<file path="config.mk">
export PLATFORM = sky130hd
export DESIGN_NAME = hit_tag_decoder
export DESIGN_NICKNAME = d
export VERILOG_FILES = /design/src/rtl/htd_pkg.sv /design/src/rtl/htd_therm_dec.sv /design/src/rtl/htd_pair.sv /design/src/rtl/hit_tag_decoder.sv
export SDC_FILE = /design/constraint.sdc
export NUM_CORES = 1
export LEC_CHECK = 0
export BUFFER_PORTS_ARGS = -buffer_cell sky130_fd_sc_hd__buf_2
export CORE_AREA = 2 2 155 157
export CTS_BUF_LIST = sky130_fd_sc_hd__clkbuf_16
export CTS_CLUSTER_DIAMETER = 100
export CTS_CLUSTER_SIZE = 16
export DETAILED_ROUTE_END_ITERATION = 10
export DIE_AREA = 0 0 157 159
export PLACE_DENSITY = 0.53
export SETUP_SLACK_MARGIN = 0.05
export SYNTH_ARGS = -nofsm -noshare
export SYNTH_HDL_FRONTEND = slang
export SYNTH_SLANG_ARGS = --single-unit
</file>
<file path="constraint.sdc">
create_clock -name clk_i -period 2.6 [get_ports clk_i]
set_input_delay 0.65 -clock clk_i [delete_from_list [all_inputs] [get_ports clk_i]]
set_output_delay 0.65 -clock clk_i [all_outputs]
set_load 0.02 [all_outputs]
</file>
<file path="src/rtl/htd_pkg.sv">
package htd_pkg;
  localparam int COARSE_W = 18;
  localparam int FINE_W   = 7;
  localparam int TIME_W   = COARSE_W + FINE_W;
  localparam int WORD_W   = TIME_W + 2;

  typedef enum logic [1:0] {
    TAG_LEAD  = 2'b00,
    TAG_TRAIL = 2'b01,
    TAG_TOT   = 2'b10
  } tag_kind_e;
endpackage

</file>
<file path="src/rtl/htd_therm_dec.sv">
module htd_therm_dec #(
  parameter int FINE_W = 7,
  localparam int TAPS_N = 2 ** FINE_W
) (
  input  logic [TAPS_N-1:0] taps_i,
  output logic [FINE_W-1:0] fine_o,
  output logic              bubble_o
);
  // lowest zero tap; all-ones saturates at the last tap
  always_comb begin
    fine_o = FINE_W'(TAPS_N - 1);
    for (int i = TAPS_N - 1; i >= 0; i--)
      if (!taps_i[i]) fine_o = FINE_W'(i);
  end

  // a set tap above a cleared one breaks the thermometer
  assign bubble_o = |(~taps_i[TAPS_N-2:0] & taps_i[TAPS_N-1:1]);

  // clean code must equal the mask implied by the decoded position
  always_comb
    if (!bubble_o && !(&taps_i))
      a_r2_clean_therm: assert (taps_i == ((TAPS_N'(1) << fine_o) - TAPS_N'(1)));
endmodule

</file>
<file path="src/rtl/htd_pair.sv">
module htd_pair
  import htd_pkg::*;
#(
  parameter int TW = TIME_W
) (
  input  logic          clk_i,
  input  logic          rst_ni,
  input  logic          adv_i,
  input  logic          s1_valid_i,
  input  logic          s1_trail_i,
  input  logic          s1_pair_i,
  input  logic [TW-1:0] s1_time_i,
  input  logic          s1_bubble_i,
  output logic          word_valid_o,
  output logic [TW+1:0] word_o,
  output logic          bubble_o,
  output logic          orphan_o
);
  logic          pend_q;
  logic [TW-1:0] pend_time_q;
  logic          pend_bubble_q;

  logic          emit;
  logic [TW+1:0] word_d;
  logic          bubble_d;
  logic          orphan_d;
  logic          take_lead;

  always_comb begin
    emit      = 1'b0;
    orphan_d  = 1'b0;
    take_lead = 1'b0;
    bubble_d  = s1_bubble_i;
    word_d    = {s1_trail_i ? TAG_TRAIL : TAG_LEAD, s1_time_i};
    if (s1_valid_i) begin
      if (!s1_pair_i) begin
        emit = 1'b1;
      end else if (!s1_trail_i) begin
        take_lead = 1'b1;
      end else if (pend_q) begin
        emit     = 1'b1;
        word_d   = {TAG_TOT, s1_time_i - pend_time_q};
        bubble_d = s1_bubble_i | pend_bubble_q;
      end else begin
        orphan_d = 1'b1;
      end
    end
  end

  always_ff @(posedge clk_i or negedge rst_ni) begin
    if (!rst_ni) begin
      pend_q        <= 1'b0;
      pend_time_q   <= '0;
      pend_bubble_q <= 1'b0;
      word_valid_o  <= 1'b0;
      word_o        <= '0;
      bubble_o      <= 1'b0;
      orphan_o      <= 1'b0;
    end else begin
      orphan_o <= adv_i & orphan_d;
      if (adv_i) begin
        word_valid_o <= emit;
        if (emit) begin
          word_o   <= word_d;
          bubble_o <= bubble_d;
        end
        if (take_lead) begin
          pend_q        <= 1'b1;
          pend_time_q   <= s1_time_i;
          pend_bubble_q <= s1_bubble_i;
        end else if (s1_valid_i && s1_pair_i && s1_trail_i) begin
          pend_q <= 1'b0;
        end
      end
    end
  end

  a_r9_orphan_unpaired: assert property (@(posedge clk_i) disable iff (!rst_ni)
    orphan_o |-> !$past(pend_q));

  a_r6_kind_legal: assert property (@(posedge clk_i) disable iff (!rst_ni)
    word_valid_o |-> word_o[TW+1:TW] != 2'b11);

  a_r8_tot_needs_pair: assert property (@(posedge clk_i) disable iff (!rst_ni)
    $rose(word_valid_o) && word_o[TW+1:TW] == TAG_TOT |-> $past(s1_pair_i));
endmodule

</file>
<file path="src/rtl/hit_tag_decoder.sv">
module hit_tag_decoder
  import htd_pkg::*;
#(
  parameter int CW = COARSE_W,
  parameter int FW = FINE_W,
  localparam int TAPS_N = 2 ** FW,
  localparam int TW     = CW + FW
) (
  input  logic              clk_i,
  input  logic              rst_ni,
  input  logic              hit_valid_i,
  output logic              hit_ready_o,
  input  logic [CW-1:0]     coarse_early_i,
  input  logic [CW-1:0]     coarse_late_i,
  input  logic [TAPS_N-1:0] taps_i,
  input  logic              edge_trail_i,
  input  logic              interp_off_i,
  input  logic              pair_i,
  output logic              word_valid_o,
  input  logic              word_ready_i,
  output logic [TW+1:0]     word_o,
  output logic              bubble_o,
  output logic              orphan_o
);
  logic          adv;
  logic [FW-1:0] fine_raw;
  logic [FW-1:0] fine_d;
  logic          bubble_raw;
  logic [CW-1:0] coarse_d;

  logic          s1_valid_q, s1_trail_q, s1_pair_q, s1_bubble_q, s1_ioff_q;
  logic [TW-1:0] s1_time_q;

  assign adv         = !word_valid_o || word_ready_i;
  assign hit_ready_o = adv;

  htd_therm_dec #(.FINE_W(FW)) u_dec (
    .taps_i   (taps_i),
    .fine_o   (fine_raw),
    .bubble_o (bubble_raw)
  );

  // sub-bin bits dropped when the interpolator is off
  assign fine_d   = interp_off_i ? {fine_raw[FW-1:2], 2'b00} : fine_raw;
  // first half of the period sits near the counter edge: use the late sample
  assign coarse_d = fine_d[FW-1] ? coarse_early_i : coarse_late_i;

  always_ff @(posedge clk_i or negedge rst_ni) begin
    if (!rst_ni) begin
      s1_valid_q  <= 1'b0;
      s1_trail_q  <= 1'b0;
      s1_pair_q   <= 1'b0;
      s1_bubble_q <= 1'b0;
      s1_ioff_q   <= 1'b0;
      s1_time_q   <= '0;
    end else if (adv) begin
      s1_valid_q  <= hit_valid_i;
      s1_trail_q  <= edge_trail_i;
      s1_pair_q   <= pair_i;
      s1_bubble_q <= bubble_raw;
      s1_ioff_q   <= interp_off_i;
      s1_time_q   <= {coarse_d, fine_d};
    end
  end

  htd_pair #(.TW(TW)) u_pair (
    .clk_i        (clk_i),
    .rst_ni       (rst_ni),
    .adv_i        (adv),
    .s1_valid_i   (s1_valid_q),
    .s1_trail_i   (s1_trail_q),
    .s1_pair_i    (s1_pair_q),
    .s1_time_i    (s1_time_q),
    .s1_bubble_i  (s1_bubble_q),
    .word_valid_o (word_valid_o),
    .word_o       (word_o),
    .bubble_o     (bubble_o),
    .orphan_o     (orphan_o)
  );

  a_r10_hold_stable: assert property (@(posedge clk_i) disable iff (!rst_ni)
    word_valid_o && !word_ready_i |=> word_valid_o && $stable(word_o));

  a_r10_no_accept_stalled: assert property (@(posedge clk_i) disable iff (!rst_ni)
    word_valid_o && !word_ready_i |-> !hit_ready_o);

  a_r4_sub_bins_clear: assert property (@(posedge clk_i) disable iff (!rst_ni)
    s1_valid_q && s1_ioff_q |-> s1_time_q[1:0] == 2'b00);

  a_r7_one_stage_latency: assert property (@(posedge clk_i) disable iff (!rst_ni)
    hit_valid_i && hit_ready_o && !pair_i |=> s1_valid_q);
endmodule

</file>
==> report_table.html <==
<table>
<tr><th>Metric</th><th>Value</th></tr>
<tr><th colspan="2">Run status</th></tr>
<tr><td>Status</td><td>complete, but fails checks</td></tr>
<tr><td>Failing checks</td><td>negative setup slack</td></tr>
<tr><th colspan="2">STA</th></tr>
<tr><td>Setup repair after global routing missed its margin</td><td>true</td></tr>
<tr><td>Worst path setup slack after routing</td><td>-0.206 ns</td></tr>
<tr><td>Count of final setup violators</td><td>6</td></tr>
<tr><td>Sum of negative setup slack</td><td>-0.506 ns</td></tr>
<tr><td>Fmax</td><td>around 0.36 GHz</td></tr>
<tr><td>Final max-slew violation count</td><td>0</td></tr>
<tr><td>Fin. Hold Viols</td><td>0</td></tr>
<tr><td>Post-route clock period utilization</td><td>1.08</td></tr>
<tr><td>Post-layout minimum cycle time</td><td>2.81 ns</td></tr>
<tr><td>Normalized max-slew margin</td><td>0.599</td></tr>
<tr><td>Clock tree skew after final layout</td><td>between 0.006 and 0.007 ns</td></tr>
<tr><td>Worst Max-Slew Pin Slew</td><td>about 0.6 ns</td></tr>
<tr><th colspan="2">Drt</th></tr>
<tr><td>Via count</td><td>approximately 8000</td></tr>
<tr><td>Detailed-route DRC error count</td><td>0</td></tr>
<tr><td>Vias per Instance</td><td>slightly above 5</td></tr>
<tr><td>Count of TritonRoute iterations in the first routing pass</td><td>5</td></tr>
<tr><td>Routed wirelength normalized by instance count</td><td>~16 um</td></tr>
<tr><td>Total Routed Length</td><td>24600 um</td></tr>
<tr><td>Violation count after the first detailed-route iteration</td><td>~440</td></tr>
<tr><td>Post-route ant nets</td><td>0</td></tr>
<tr><th colspan="2">Yosys</th></tr>
<tr><td>Gate Count Post-Synth</td><td>between 900 and 1000</td></tr>
<tr><td>Post-synth ARST share</td><td>1.00</td></tr>
<tr><td>Synth Register Bits</td><td>86</td></tr>
<tr><td>Prevailing post-synth register cell</td><td>sky130_fd_sc_hd__dfrtp_1</td></tr>
<tr><td>Net Count, Synth</td><td>1116</td></tr>
<tr><td>Per-instance average area after synthesis</td><td>around 7.5 um2</td></tr>
<tr><td>Count of distinct cell types in the synthesized netlist</td><td>66</td></tr>
<tr><td>Summed instance area of the synthesized netlist</td><td>just under 0.007 mm2</td></tr>
<tr><td>EDFF count, synth</td><td>0</td></tr>
<tr><td>Sequential area share after synthesis</td><td>0.312</td></tr>
<tr><td>Count of synthesis-stage warnings from yosys</td><td>0</td></tr>
<tr><th colspan="2">Layout</th></tr>
<tr><td>Layout cells sized above 1</td><td>0.343</td></tr>
<tr><td>Fill cell instance count of the final layout</td><td>2459</td></tr>
<tr><td>Layout Area Growth over Synthesis</td><td>42.7%</td></tr>
<tr><td>Area occupied by registers</td><td>about 0.0022 mm2</td></tr>
<tr><td>Area used by multi-input combinational logic</td><td>0.00463 mm2</td></tr>
<tr><td>Post-route cell area</td><td>0.00984 mm2</td></tr>
<tr><td>Final Net Count</td><td>around 1400</td></tr>
<tr><th colspan="2">GRT</th></tr>
<tr><td>Via count of the first global-routing pass</td><td>7757</td></tr>
<tr><td>Sum of overflow across all layers after global routing</td><td>0</td></tr>
<tr><td>Largest net degree at the start of global routing</td><td>47</td></tr>
<tr><td>Global-route usage over all layers</td><td>0.198</td></tr>
<tr><td>Wire length of the first global-routing pass</td><td>about 39000 um</td></tr>
<tr><td>Initial antenna violation count</td><td>3</td></tr>
<tr><th colspan="2">Worst setup path</th></tr>
<tr><td>Worst setup path class</td><td>reg -&gt; reg</td></tr>
<tr><td>Reg-to-Reg Start</td><td>s1_time_q[0]</td></tr>
<tr><td>Reg-to-reg endpoint</td><td>u_pair.word_o[24]</td></tr>
<tr><td>Arrival time of the worst setup path</td><td>between 3 and 4 ns</td></tr>
<tr><td>Maximum fanout encountered on the critical timing path</td><td>2</td></tr>
<tr><td>Kind of end point of the critical path</td><td>flip-flop</td></tr>
<tr><td>Setup slack of the most critical reg-to-reg path</td><td>-0.21 ns</td></tr>
<tr><td>Path depth of the worst reg2reg path</td><td>15</td></tr>
<tr><td>Endpoint required time on the critical path</td><td>approximately 2.8 ns</td></tr>
<tr><td>Critical path startpoint category</td><td>flip-flop</td></tr>
<tr><th colspan="2">Clocking</th></tr>
<tr><td>Library cell used as clock root buffer</td><td>sky130_fd_sc_hd__clkbuf_16</td></tr>
<tr><td>Clock input transition at the sequential cells of the worst setup and hold paths</td><td>roughly 0.060 ns</td></tr>
<tr><td>Number of buffers on the longest clock path</td><td>2</td></tr>
<tr><td>Latest clock arrival within the worst-skew pair</td><td>roughly 0.35 ns</td></tr>
<tr><td>CTS tree</td><td>yes</td></tr>
<tr><td>Clock H-tree levels</td><td>3</td></tr>
<tr><td>TritonCTS buffer count</td><td>9</td></tr>
<tr><td>CTS Hold Bufs</td><td>0</td></tr>
<tr><td>Clock tree sinks</td><td>between 80 and 90</td></tr>
<tr><th colspan="2">Floorplan</th></tr>
<tr><td>Die Footprint</td><td>about 0.025 mm2</td></tr>
<tr><td>Y dimension of the die</td><td>~160 um</td></tr>
<tr><td>IO Pins</td><td>a little over 200</td></tr>
<tr><td>Number of placement rows</td><td>56</td></tr>
<tr><td>Effective utilization at floorplan</td><td>0.297</td></tr>
<tr><td>Horiz. Die Dim</td><td>157 um</td></tr>
<tr><td>Total core area</td><td>0.0232 mm2</td></tr>
<tr><th colspan="2">Power</th></tr>
<tr><td>Maximum resistive drop on vdd</td><td>around 0.00048 V</td></tr>
<tr><td>Cell Pwr Density</td><td>roughly 740 mW/mm2</td></tr>
<tr><td>Static Leakage</td><td>~4.6 nW</td></tr>
<tr><th colspan="2">Placement</th></tr>
<tr><td>Number of input and output port buffers inserted</td><td>201</td></tr>
<tr><td>Final Wtd Congestion</td><td>0.916</td></tr>
<tr><td>DP Wirelength</td><td>20300 um</td></tr>
<tr><td>Placed cell areas</td><td>just over 0.009 mm2</td></tr>
<tr><th colspan="2">Run</th></tr>
<tr><td>Max capacitance violation total</td><td>0</td></tr>
<tr><th colspan="2">Worst hold path</th></tr>
<tr><td>HP Class</td><td>in -&gt; async</td></tr>
</table>
where the power goes:
group          switching, W  leakage [nW]  internal, W
Combinational       0.00221          3.37      0.00192
Sequential         0.000260          1.07      0.00174
Clock              0.000529         0.137     0.000632
Total               0.00300          4.58      0.00429
worst max path at each step:
stage / startpoint / endpoint / slack, ns / depth (start not counted)
after detailed placement: taps_i[126] / s1_time_q[0] / -0.43 / 12
after global routing: s1_time_q[0] / u_pair.word_o[24] / -0.38 / 15
after CTS: s1_time_q[0] / u_pair.word_o[24] / -0.22 / 14
after global placement: taps_i[126] / s1_time_q[0] / -0.30 / 12
final: s1_time_q[0] / u_pair.word_o[24] / -0.21 / 15
after floorplan: s1_time_q[0] / u_pair.word_o[24] / -0.04 / 14
flip-flops by register name, indices dropped and copies added, names as in the netlist:
name,count
u_pair.word_o,27
s1_time_q,25
u_pair.pend_time_q,25
s1_bubble_q,1
s1_pair_q,1
s1_trail_q,1
s1_valid_q,1
u_pair.bubble_o,1
u_pair.orphan_o,1
u_pair.pend_bubble_q,1
u_pair.pend_q,1
u_pair.word_valid_o,1
metal layers:
| metal | track usage | part of all wire | wire length [um] |
|---|---|---|---|
| met3 | 0.0395 | 0.053 | 1310 |
| met2 | 0.328 | 0.47 | 11400 |
| met1 | 0.261 | 0.46 | 11200 |
| met5 | 0 | 0 | 0 |
| met4 | 0.0550 | 0.026 | 630 |
cells by family (layout without fill, tap and decap cells):
family | count (synthesis) | after routing | share of synthesized area
AO/OA/AOI/OAI | 295 | 295 | 0.257
AND/OR/NAND/NOR | 359 | 359 | 0.239
XOR/XNOR | 19 | 19 | 0.0241
buffers and inverters | 89 | 427 | 0.0492
multiplexers | 47 | 47 | 0.0728
other | 0 | 3 | 0
flip-flops | 86 | 86 | 0.312
adder cells (fa/ha/maj) | 25 | 25 | 0.0465
cell usage in the layout (no fill, tap or decap), drive strengths merged, types with 9 or more instances in the layout:
cell,n
a21o,10
a21oi,60
a31oi,17
buf,344
clkbuf,9
dfrtp,86
ha,24
inv,68
mux2,25
mux2i,22
nand2,165
nand3,21
nand4,44
nor2,68
nor3,15
nor4,16
o21ai,140
xor2,12
stage by stage:
stage | total power [W] | utilization | worst slack, ns | cells | hold slack [ns]
5_1_grt | 0.00791 | 0.424 | -0.381 | 1580 | 0.154
3_5_place_dp | 0.00572 | 0.398 | -0.427 | 1547 | 0.448
2_1_floorplan | 0.00436 | - | -0.0422 | 920 | 0.354
4_1_cts | 0.00718 | 0.417 | -0.224 | 1571 | 0.153
6_report | 0.00729 | 0.424 | -0.206 | 1580 | 0.154
3_3_place_gp | 0.00569 | 0.398 | -0.300 | 1547 | 0.444
Yosys cell counts, types with 4 or more instances:
master / instances / area, um2
sky130_fd_sc_hd__nor2_1: 67 / 251
sky130_fd_sc_hd__o21a_1: 5 / 37.5
sky130_fd_sc_hd__nand3_1: 21 / 105
sky130_fd_sc_hd__dfrtp_1: 86 / 2150
sky130_fd_sc_hd__inv_1: 65 / 244
sky130_fd_sc_hd__nor3_1: 15 / 75.1
sky130_fd_sc_hd__o21ai_0: 102 / 510
sky130_fd_sc_hd__nand2_1: 165 / 619
sky130_fd_sc_hd__clkbuf_1: 19 / 71.3
sky130_fd_sc_hd__a21oi_1: 60 / 300
sky130_fd_sc_hd__xor2_1: 12 / 105
sky130_fd_sc_hd__xnor2_1: 7 / 61.3
sky130_fd_sc_hd__nand4_1: 44 / 275
sky130_fd_sc_hd__nor2b_1: 6 / 37.5
sky130_fd_sc_hd__mux2i_1: 22 / 220
sky130_fd_sc_hd__mux2_2: 25 / 282
sky130_fd_sc_hd__a21o_1: 10 / 75.1
sky130_fd_sc_hd__a31oi_1: 17 / 106
sky130_fd_sc_hd__o22ai_1: 5 / 31.3
sky130_fd_sc_hd__nor4_1: 15 / 93.8
sky130_fd_sc_hd__a221oi_1: 5 / 43.8
sky130_fd_sc_hd__ha_1: 24 / 300
sky130_fd_sc_hd__o31ai_1: 5 / 37.5
sky130_fd_sc_hd__a41oi_1: 5 / 43.8
sky130_fd_sc_hd__o211ai_1: 4 / 30.0
sky130_fd_sc_hd__o21ai_1: 38 / 190
sky130_fd_sc_hd__nand2b_1: 7 / 43.8
critical path, stage by stage (launching register included):
cell                       delay, ns
sky130_fd_sc_hd__dfrtp_1        0.38
sky130_fd_sc_hd__inv_2          0.08
sky130_fd_sc_hd__ha_4           0.14
sky130_fd_sc_hd__fa_2           0.22
sky130_fd_sc_hd__nor2b_4        0.05
sky130_fd_sc_hd__o31a_1         0.25
sky130_fd_sc_hd__o41a_1         0.36
sky130_fd_sc_hd__a211oi_2       0.26
sky130_fd_sc_hd__o31ai_2        0.12
sky130_fd_sc_hd__nor4_2         0.15
sky130_fd_sc_hd__buf_4          0.17
sky130_fd_sc_hd__o41ai_4        0.06
sky130_fd_sc_hd__xor2_1         0.18
sky130_fd_sc_hd__nor2_2         0.10
sky130_fd_sc_hd__xnor2_1        0.12
sky130_fd_sc_hd__o21ai_1        0.07
what timing repair did:
action                     in CTS  in global routing
gates resized for setup        25                 26
pin swaps                      18                 30
gates cloned                    0                  0
setup endpoints to repair      14                 16
buffers inserted                8                  7
cell type report:
class / instances / share of cell area
inverters: 67 / 0.0256
clock inverters: 7 / 0.00331
repair buffers: 344 / 0.217
multi-input cells: 745 / 0.471
diodes: 3 / 0.000763
clock buffers: 9 / 0.0229
flip-flops and latches: 86 / 0.219
well taps: 319 / 0.0406
No activity file was read; power rests on OpenSTA's default activity.
